## config.mk

```make
export PLATFORM = sky130hd
export DESIGN_NAME = chdma_top
export DESIGN_NICKNAME = d
export VERILOG_FILES = /design/src/rtl/chdma_pkg.sv /design/src/rtl/chdma_prio.sv /design/src/rtl/chdma_chan.sv /design/src/rtl/chdma_top.sv
export SDC_FILE = /design/constraint.sdc
export NUM_CORES = 1
export LEC_CHECK = 0
export ABC_CLOCK_PERIOD_IN_PS = 5900
export CAP_MARGIN = 20
export CORE_UTILIZATION = 45
export DETAILED_ROUTE_END_ITERATION = 7
export GPL_TIMING_DRIVEN = 0
export PLACE_DENSITY = 0.74
export REMOVE_ABC_BUFFERS = 1
export SETUP_SLACK_MARGIN = 0.05
export SLEW_MARGIN = 30
export SYNTH_ARGS = -nofsm -noshare
export SYNTH_HDL_FRONTEND = slang
export SYNTH_SLANG_ARGS = --single-unit
```

## constraint.sdc

```tcl
create_clock -name clk -period 5.9 [get_ports clk]
set_input_delay 0.885 -clock clk [delete_from_list [all_inputs] [get_ports clk]]
set_output_delay 0.885 -clock clk [all_outputs]
set_load 0.1 [all_outputs]
```

## src/rtl/chdma_pkg.sv

```systemverilog
package chdma_pkg;

   localparam int BYTE_W = 8;
   localparam int SEL_W  = 3;
   localparam int PORTS  = 4;

   typedef enum logic [3:0] {
      RA_CHSEL  = 4'h0,
      RA_ENABLE = 4'h1,
      RA_BUSY   = 4'h2,
      RA_FULL   = 4'h3,
      RA_MID    = 4'h4,
      RA_CFG    = 4'h8,
      RA_BASE_H = 4'h9,
      RA_BASE_L = 4'hA,
      RA_OFS_H  = 4'hB,
      RA_OFS_L  = 4'hC,
      RA_LEN_H  = 4'hD,
      RA_LEN_L  = 4'hE
   } reg_addr_e;

   // channel configuration byte, bits 6..0
   typedef struct packed {
      logic       mid_ie;   // 6
      logic       stall;    // 5
      logic       full_ie;  // 4
      logic       big;      // 3
      logic [1:0] port;     // 2:1
      logic       to_ram;   // 0
   } chan_cfg_t;

endpackage

```

## src/rtl/chdma_prio.sv

```systemverilog
module chdma_prio #(
   parameter int N = 7
) (
   input  logic [N-1:0] req,
   output logic [N-1:0] gnt
);

   logic [N:0] taken;
   assign taken[0] = 1'b0;

   for (genvar i = 0; i < N; i++) begin : g_stage
      assign gnt[i]       = req[i] & ~taken[i];
      assign taken[i + 1] = taken[i] | req[i];
   end

endmodule

```

## src/rtl/chdma_chan.sv

```systemverilog
module chdma_chan
   import chdma_pkg::*;
#(
   parameter int AW  = 12,
   parameter int OW  = 10,
   parameter int IDX = 0
) (
   input  logic              clk,
   input  logic              rst_n,
   input  logic              sel,
   input  logic              reg_we,
   input  logic [3:0]        reg_addr,
   input  logic [BYTE_W-1:0] reg_wdata,
   input  logic              done,
   output chan_cfg_t         cfg,
   output logic [AW-1:0]     base,
   output logic [OW-1:0]     ofs,
   output logic [OW-1:0]     len,
   output logic              en,
   output logic              full_f,
   output logic              mid_f
);

   logic [OW-1:0] nxt_ofs;
   logic          wr_bank;
   logic          hit_end;
   logic          hit_half;

   assign nxt_ofs  = ofs + OW'(1);
   assign wr_bank  = reg_we && sel;
   assign hit_end  = done && (nxt_ofs == len);
   assign hit_half = done && (nxt_ofs == (len >> 1));

   always_ff @(posedge clk) begin
      if (!rst_n) begin
         cfg    <= '0;
         base   <= '0;
         ofs    <= '0;
         len    <= '0;
         en     <= 1'b0;
         full_f <= 1'b0;
         mid_f  <= 1'b0;
      end else begin
         if (wr_bank && reg_addr == RA_CFG)    cfg           <= chan_cfg_t'(reg_wdata[6:0]);
         if (wr_bank && reg_addr == RA_BASE_H) base[AW-1:8]  <= reg_wdata[AW-9:0];
         if (wr_bank && reg_addr == RA_BASE_L) base[7:0]     <= reg_wdata;
         if (wr_bank && reg_addr == RA_LEN_H)  len[OW-1:8]   <= reg_wdata[OW-9:0];
         if (wr_bank && reg_addr == RA_LEN_L)  len[7:0]      <= reg_wdata;

         if (wr_bank && reg_addr == RA_OFS_H)      ofs[OW-1:8] <= reg_wdata[OW-9:0];
         else if (wr_bank && reg_addr == RA_OFS_L) ofs[7:0]    <= reg_wdata;
         else if (done)                            ofs         <= nxt_ofs;

         if (reg_we && reg_addr == RA_ENABLE) en <= reg_wdata[IDX];
         else if (hit_end)                    en <= 1'b0;

         if (hit_end)                                            full_f <= 1'b1;
         else if (reg_we && reg_addr == RA_FULL && reg_wdata[IDX]) full_f <= 1'b0;

         if (hit_half)                                          mid_f <= 1'b1;
         else if (reg_we && reg_addr == RA_MID && reg_wdata[IDX]) mid_f <= 1'b0;
      end
   end

endmodule

```

## src/rtl/chdma_top.sv

```systemverilog
module chdma_top
   import chdma_pkg::*;
#(
   parameter  int NCH   = 7,
   parameter  int AW    = 12,
   parameter  int OW    = 10,
   localparam int NPORT = PORTS,
   localparam int DW    = BYTE_W
) (
   input  logic                clk,
   input  logic                rst_n,
   input  logic                reg_we,
   input  logic [3:0]          reg_addr,
   input  logic [DW-1:0]       reg_wdata,
   output logic [DW-1:0]       reg_rdata,
   input  logic [NPORT-1:0]    prq,
   output logic [NPORT-1:0]    pack,
   input  logic [NPORT*DW-1:0] pin_data,
   output logic [NPORT-1:0]    pout_valid,
   output logic [DW-1:0]       pout_data,
   output logic                mem_en,
   output logic                mem_we,
   output logic [AW-1:0]       mem_addr,
   output logic [DW-1:0]       mem_wdata,
   input  logic [DW-1:0]       mem_rdata,
   output logic                irq_full,
   output logic                irq_mid
);

   if (NCH < 1 || NCH > (1 << SEL_W)) begin : g_bad_nch
      $error("chdma_top: NCH must lie in 1..8");
   end
   if (AW <= DW || AW > 2 * DW) begin : g_bad_aw
      $error("chdma_top: AW must lie in 9..16");
   end
   if (OW <= DW || OW > AW) begin : g_bad_ow
      $error("chdma_top: OW must lie in 9..AW");
   end

   logic [SEL_W-1:0] chsel_q;

   chan_cfg_t     cfg_a  [NCH];
   logic [AW-1:0] base_a [NCH];
   logic [OW-1:0] ofs_a  [NCH];
   logic [OW-1:0] len_a  [NCH];

   logic [NCH-1:0] en_v, full_v, mid_v, busy_v, want, gnt, stall_vec, fie_v, mie_v;

   // memory stage
   logic             st_v;
   logic [SEL_W-1:0] st_ch;
   logic             st_we;
   logic [1:0]       st_port;
   logic [AW-1:0]    st_addr;
   logic [DW-1:0]    st_data;

   // winner of this cycle
   logic             w_any;
   logic [SEL_W-1:0] w_ch;
   logic             w_we;
   logic [1:0]       w_port;
   logic [AW-1:0]    w_addr;
   logic [DW-1:0]    w_data;

   always_ff @(posedge clk) begin
      if (!rst_n)                               chsel_q <= '0;
      else if (reg_we && reg_addr == RA_CHSEL)  chsel_q <= reg_wdata[SEL_W-1:0];
   end

   for (genvar c = 0; c < NCH; c++) begin : g_ch
      assign busy_v[c] = st_v && (st_ch == SEL_W'(c));

      chdma_chan #(.AW(AW), .OW(OW), .IDX(c)) u_chan (
         .clk       (clk),
         .rst_n     (rst_n),
         .sel       (chsel_q == SEL_W'(c)),
         .reg_we    (reg_we),
         .reg_addr  (reg_addr),
         .reg_wdata (reg_wdata),
         .done      (busy_v[c]),
         .cfg       (cfg_a[c]),
         .base      (base_a[c]),
         .ofs       (ofs_a[c]),
         .len       (len_a[c]),
         .en        (en_v[c]),
         .full_f    (full_v[c]),
         .mid_f     (mid_v[c])
      );

      assign stall_vec[c] = cfg_a[c].stall;
      assign fie_v[c]     = cfg_a[c].full_ie;
      assign mie_v[c]     = cfg_a[c].mid_ie;
      assign want[c]      = en_v[c] && !cfg_a[c].stall && (ofs_a[c] < len_a[c])
                            && !busy_v[c] && prq[cfg_a[c].port];
   end

   chdma_prio #(.N(NCH)) u_prio (
      .req (want),
      .gnt (gnt)
   );

   always_comb begin
      w_ch   = '0;
      w_we   = 1'b0;
      w_port = '0;
      w_addr = '0;
      for (int c = 0; c < NCH; c++) begin
         if (gnt[c]) begin
            w_ch   = SEL_W'(c);
            w_we   = cfg_a[c].to_ram;
            w_port = cfg_a[c].port;
            w_addr = base_a[c] + AW'(cfg_a[c].big ? (ofs_a[c] ^ OW'(1)) : ofs_a[c]);
         end
      end
   end

   assign w_any  = |gnt;
   assign w_data = pin_data[w_port*DW +: DW];

   for (genvar p = 0; p < NPORT; p++) begin : g_port
      assign pack[p]       = w_any && (w_port == 2'(p));
      assign pout_valid[p] = st_v && !st_we && (st_port == 2'(p));
   end

   always_ff @(posedge clk) begin
      if (!rst_n) begin
         st_v    <= 1'b0;
         st_ch   <= '0;
         st_we   <= 1'b0;
         st_port <= '0;
         st_addr <= '0;
         st_data <= '0;
      end else begin
         st_v <= w_any;
         if (w_any) begin
            st_ch   <= w_ch;
            st_we   <= w_we;
            st_port <= w_port;
            st_addr <= w_addr;
            st_data <= w_data;
         end
      end
   end

   assign mem_en    = st_v;
   assign mem_we    = st_v && st_we;
   assign mem_addr  = st_addr;
   assign mem_wdata = st_data;
   assign pout_data = mem_rdata;

   assign irq_full = |(full_v & fie_v);
   assign irq_mid  = |(mid_v & mie_v);

   // register read window
   chan_cfg_t     cur_cfg;
   logic [AW-1:0] cur_base;
   logic [OW-1:0] cur_ofs, cur_len;

   always_comb begin
      cur_cfg  = '0;
      cur_base = '0;
      cur_ofs  = '0;
      cur_len  = '0;
      for (int c = 0; c < NCH; c++) begin
         if (chsel_q == SEL_W'(c)) begin
            cur_cfg  = cfg_a[c];
            cur_base = base_a[c];
            cur_ofs  = ofs_a[c];
            cur_len  = len_a[c];
         end
      end
   end

   always_comb begin
      case (reg_addr)
         RA_CHSEL:  reg_rdata = DW'(chsel_q);
         RA_ENABLE: reg_rdata = DW'(en_v);
         RA_BUSY:   reg_rdata = DW'(busy_v);
         RA_FULL:   reg_rdata = DW'(full_v);
         RA_MID:    reg_rdata = DW'(mid_v);
         RA_CFG:    reg_rdata = {1'b0, cur_cfg};
         RA_BASE_H: reg_rdata = DW'(cur_base[AW-1:8]);
         RA_BASE_L: reg_rdata = cur_base[7:0];
         RA_OFS_H:  reg_rdata = DW'(cur_ofs[OW-1:8]);
         RA_OFS_L:  reg_rdata = cur_ofs[7:0];
         RA_LEN_H:  reg_rdata = DW'(cur_len[OW-1:8]);
         RA_LEN_L:  reg_rdata = cur_len[7:0];
         default:   reg_rdata = '0;
      endcase
   end

endmodule

```

# --- Word-level counts from Yosys, hierarchy flattened ---
# Index checks and enable logic that the tools add are counted.
classes:
  n_addsub: 14
  multipliers: 0
  div_mod_pow: 0
  order_cmp: 14
  eq_ne: 50
  n_shift: 1
  muxes: 147
  bitwise_logic: 33
  n_reduce_logical: 205
op_table:
  columns: ["cell", "n"]
  rows:
  - ["2-to-1 mux 10 bit", 21]
  - ["2-to-1 mux 12 bit", 14]
  - ["logical AND 1 bit", 133]
  - ["one-hot mux 8 bit (12 select lines)", 1]
  - ["adder 12 x 10 -> 12 bit", 7]
  - ["adder 10 x 1 -> 10 bit, second input constant", 7]
  - ["equality test 10 bit", 7]
  - ["equality test 10 x 9 -> 1 bit", 7]
  - ["< comparator 10 bit", 7]
  - ["nonzero test 2 bit", 35]
  - ["2-to-1 mux 1 bit", 64]
  - ["2-to-1 mux 8 bit", 7]
  - ["2-to-1 mux 7 bit", 7]
  - ["2-to-1 mux 2 bit", 21]
  - ["indexed part select 32 x 6 -> 8 bit", 1]
  - ["equality test 4 bit, second input constant", 7]
  - ["AND reduction 2 bit", 14]
  - ["< comparator 2 x 3 -> 1 bit, second input constant", 7]
  - ["OR reduction 7 bit", 3]
  - ["NOT 1 bit", 20]
  - ["equality test 3 bit, second input constant", 6]
  - ["zero test 1 bit", 15]
  - ["2-to-1 mux 3 bit", 5]
  - ["bitwise AND 7 bit", 2]
  - ["14 further kinds", 46]
word_totals:
  ff_bits: 324
  latch_bits: 0
  ram_bits: 0
  romBits: 0
  input_bits: 59
  output_inout_bits: 48
  mem_count: 0

# --- Depth between registers and ports, before layout ---
depth:
  word_depth: 15
  depth_mapped: 14
  mapped_depth_nobuf: 13

# --- Modules after synthesis ---
# From an unflattened synthesis, not the netlist that was laid out.
hier_totals:
  hier_cells: 3365
  hier_area_um2: 27222.4
by_module_without_submodules:
  columns: ["module", "n_inst", "cells_per_inst", "area_each_um2", "seq_area_each_um2"]
  rows:
  - ["chdma_top", 1, 1421, 10122.2, 600.6]
  - ["chdma_chan (g_ch[4].u_chan ...)", 2, 275, 2446.1, 840.8]
  - ["chdma_chan (g_ch[1].u_chan ...)", 2, 278, 2414.8, 840.8]
  - ["chdma_chan (g_ch[2].u_chan)", 1, 276, 2449.8, 840.8]
  - ["chdma_chan (g_ch[0].u_chan)", 1, 276, 2446.1, 840.8]
  - ["chdma_chan (g_ch[5].u_chan)", 1, 277, 2411.1, 840.8]
  - ["chdma_prio", 1, 9, 71.3, 0.0]

# --- Worst setup path before layout ---
# No wires, ideal clock.
synth_timing:
  path_type: "register -> output"
  startpoint: "register st_v, in the netlist mem_en"
  endpoint: "output port pack[1]"
  t_arrival_ps: 4971
  path_slack_ps: 44
  path_stages_with_launch: 11
  n_path_buf: 2
  cell_sequence: "dfxtp_1 -> nand2b_2 -> nor3_2 -> and4bb_4 -> o21ai_2 -> nand4_1 -> buf_2 -> nor2_1 -> a32oi_2 -> buf_4 -> a211oi_1"
synth_between:
  elab_chain_cells: 14
  elab_cells_between_ends: 55
synth_lines:
  columns: ["element", "line", "source"]
  rows:
  - ["start: declaration", "chdma_top.sv:50", "logic st_v;"]
  - ["start signal: assignment", "chdma_top.sv:134", "st_v <= w_any;"]
  - ["logical AND 1 bit", "chdma_top.sv:71", "assign busy_v[c] = st_v && (st_ch == SEL_W'(c));"]
  - ["zero test 1 bit", "chdma_top.sv:94", "&& !busy_v[c] && prq[cfg_a[c].port];"]
  - ["logical AND 1 bit (2 in series)", "chdma_top.sv:94", null]
  - ["OR 1 bit / NOT 1 bit (equally long branches)", "chdma_prio.sv:13, chdma_prio.sv:12", null]
  - ["OR 1 bit (tied with other cells)", "chdma_prio.sv:13", "assign taken[i + 1] = taken[i] | req[i];"]
  - ["NOT 1 bit (tied with other cells)", "chdma_prio.sv:12", "assign gnt[i] = req[i] & ~taken[i];"]
  - ["bitwise AND 1 bit (tied with other cells)", "chdma_prio.sv:12", null]
  - ["2-to-1 mux 2 bit (tied with other cells) (2 in series)", "chdma_top.sv:108", "if (gnt[c]) begin"]
  - ["2-to-1 mux 2 bit / bitwise AND 1 bit (equally long branches)", "chdma_top.sv:108, chdma_prio.sv:12", null]
  - ["2-to-1 mux 2 bit", "chdma_top.sv:108", null]
  - ["equality test 2 x 1 -> 1 bit", "chdma_top.sv:121", "assign pack[p] = w_any && (w_port == 2'(p));"]
  - ["logical AND 1 bit *", "chdma_top.sv:121", null]
  - ["end: declaration", "chdma_top.sv:17", "output logic [NPORT-1:0] pack,"]
# Every way passes the cells marked *; elsewhere a longest branch is shown, timed or not.

# --- Worst setup path after layout ---
layout_timing:
  startpoint: "input port reg_addr[0]"
  endpoint: "output port reg_rdata[1]"
layout_between:
  elab_chain_cells: 2
  elab_cells_between_ends: 13
layout_lines:
  columns: ["element", "line", "source"]
  rows:
  - ["start: declaration", "chdma_top.sv:13", "input logic [3:0] reg_addr,"]
  - ["equality test 4 bit (tied with other cells)", "chdma_top.sv:175", "case (reg_addr)"]
  - ["one-hot mux 8 bit (12 select lines) *", "chdma_top.sv:175", null]
  - ["end: declaration", "chdma_top.sv:15", "output logic [DW-1:0] reg_rdata,"]
# Marks and branches as above.

==> out/metrics.csv <==
metric,value,unit
dpl_cell_area,0.02554,mm^2
drive_gt1_share,6.027,%
status,"complete, no violations",
io_pins,107,
hold_class,reg -> reg,
grt_pass1_wl,131.0,mm
dr.pass1.iters,8,
multi_input_area,0.01630,mm^2
period_share,97.45,%
die_h,232.8,um
wl,87.09,mm
synthMuxAreaShare,5.700,%
cts.sinks,324,
cp.required,5.02,ns
ys_types,92,
synthXorXnorAreaFrac,9.281,%
dp.final_hpwl,62.91,mm
cts_tree,yes,
drv_slew,0,
cts-htree-levels,2,
utilization,51.28,%
critPathMaxFanout,19,
yosysTopAreaCell,dfxtp_1,
hold_violations,0,
yosys_warnings,0,
cp-start-kind,primary input,
relSlewSlack,32.45,%
yosysTopAreaCellShare,27.06,%
final_area,0.02695,mm^2
critPathKind,in -> out,
ctsRootBufferMaster,clkbuf_16,
regArea,0.006497,mm^2
ys_seq_area_share,27.06,%
antenna_found_initial,1,
setup_tns,0,ns
die_x,232.8,um
fmax,173.9,MHz
synthesis.area,0.02397,mm^2
dieArea,0.05419,mm^2
skew,0.02700,ns
async_flop_share,0,%
drtAntennaViolNets,0,
power.leakage,0.009690,uW
route.detailed.drc,0,
synthesis.instances,3220,
synth.ff_latch_count,324,
numPortBuffers,90,
post_drt_wl_per_cell,22.38,um
worst_pin_slew,1.010,ns
holdWs,0.4633,ns
rsz0062_at_grt,no,
final_nets,3386,
fin_crit,5.750,ns
synth_edf_count,0,
overflow,0,
rows,84,
synthAdderAreaFrac,8.258,%
synth_compound_area_share,22.12,%
grt_max_degree,97,
clk_latency,0.59,ns
grt_pass1_vias,21960,
start_util,45.61,%
drt_iter0_markers,3358,
synth_top_family_by_area,compound AO/OA/AOI/OAI gates,
synth_commonest_cells,"a21oi_1, nand2_1, dfxtp_1, nor2_1, clkbuf_1",
setup_viol,0,
syn_avg_cell_area,7.444,um^2
ys_top_cells_by_area,"dfxtp_1, a21oi_1, ha_1",
clk_path_buf_depth,3,
numCtsBuffers,39,
fill_cells,4968,
cellPowerDensity,185.2,mW/mm^2
gp_congestion,1.034,
coreArea,0.05255,mm^2
cts.clk_slew.worst_paths,0.05,ns
area_delta_synth_final,12.43,%
vdd_drop_max,0.1663,mV
synth.most_common_cell,a21oi_1,
synth-simple-area-share,22.07,%
max-cap-violations,0,
vias,24540,
critPathArrivalTime,4.86,ns
end_kind,output pin,
groute.usage.overall,31.39,%
ys_dominant_reg_cell,dfxtp_1,
via_per_inst,6.306,
==> stage by stage <==
| step | std cells | setup slack (ns) | total power [uW] |
|---|---|---|---|
| after CTS | 3885 | 0.04490 | 4983 |
| after global placement | 3783 | -7.986 | 2503 |
| final | 3891 | 0.1503 | 4991 |
| after floorplan | 3005 | -2.285 | 2351 |
| after global routing | 3890 | 0.05251 | 5093 |
| after detailed placement | 3815 | -0.7003 | 2528 |
==> cells by family after synthesis <==
family	Yosys count
DFF	324
AOI/OAI and AO/OA	898
buffers and inverters	330
xor gates and xnor gates	254
adders and majority gates	154
and+or+nand+nor	1135
muxes	125
==> worst max-delay path, cell delays in order <==
cell and delay (ns):
clkdlybuf4s50_1 0.98, nor2b_1 0.62, nand2_1 0.65, o22ai_1 0.49, nor4_1 0.11, o21ai_0 0.22
clkdlybuf4s15_1 0.90
==> cell type report <==
class                      instances  area share [%]
timing repair buffer             127           5.748
clock inverter                    15          0.6314
tap                              688           3.194
clock buffer                      55           4.183
sequential                       324           24.11
inverter                         115           1.630
antenna                            1        0.009285
multi-input combinational       2566           60.49
==> where the power goes <==
group	internal, uW	switching, uW
Combinational	87.8	207
Clock	1470	1030
Sequential	2190	10.0
Total	3750	1250
==> timing repair <==
item | in CTS | in global routing
pin swaps | 0 | 1
cloned | 0 | 0
gates resized for setup | 16 | 8
setup endpoints to repair | 11 | 12
hold buffers | 0 | 0
setup buffers | 0 | 5
==> worst paths after layout <==
| check | from | to | slack, ns | cells past startpoint |
|---|---|---|---|---|
| worst max-delay path | reg_addr[0] | reg_rdata[1] | 0.15 | 7 |
| worst min-delay path | mem_wdata[1] | mem_wdata[1] | 0.46 | 2 |
| worst max register to register | g_ch[5].u_chan.ofs[0] | mem_wdata[4] | 1.97 | 12 |
| worst min register to register | mem_wdata[1] | mem_wdata[1] | 0.46 | 2 |
==> layer usage <==
| layer | part of all wire (%) | routed length (um) | global-route usage, % | up-vias |
|---|---|---|---|---|
| li1 | - | - | - | 11330 |
| met1 | 40 | 34730 | 42.10 | 11370 |
| met2 | 42 | 36270 | 46.92 | 1561 |
| met3 | 12 | 10740 | 6.336 | 279 |
| met4 | 6.2 | 5356 | 17.12 | 0 |
| met5 | 0 | 0 | 0 | - |
==> cell usage in the layout, fill, tap and decap left out, drive strengths merged, types with 8 or more instances in the layout <==
| cell | count |
|---|---|
| a21oi | 449 |
| nand2 | 374 |
| dfxtp | 324 |
| nor2 | 323 |
| o21ai | 185 |
| nand3 | 162 |
| xnor2 | 147 |
| ha | 147 |
| inv | 116 |
| mux2i | 114 |
| xor2 | 107 |
| a211oi | 93 |
| clkdlybuf4s50 | 70 |
| clkbuf | 55 |
| nor3 | 54 |
| buf | 45 |
| nand4 | 42 |
| nor2b | 31 |
| and3 | 27 |
| nand2b | 24 |
| o22ai | 23 |
| nor4 | 23 |
| a221oi | 15 |
| a31oi | 14 |
| a21o | 14 |
| and2 | 14 |
| nand3b | 13 |
| a22oi | 13 |
| o221ai | 12 |
| or3 | 12 |
| nor3b | 10 |
| mux4 | 9 |
| o21a | 9 |
| clkinv | 9 |
| o41ai | 8 |
==> registers in the layout (all words and copies together), names as in the netlist <==
register            count
g_ch.u_chan.len        70
g_ch.u_chan.full_f      7
st_port                 2
g_ch.u_chan.cfg        49
mem_en                  1
chsel_q                 3
g_ch.u_chan.en          7
mem_addr               12
st_we                   1
g_ch.u_chan.ofs        70
st_ch                   3
mem_wdata               8
g_ch.u_chan.mid_f       7
g_ch.u_chan.base       84
Power figures use the tool's default switching activity.
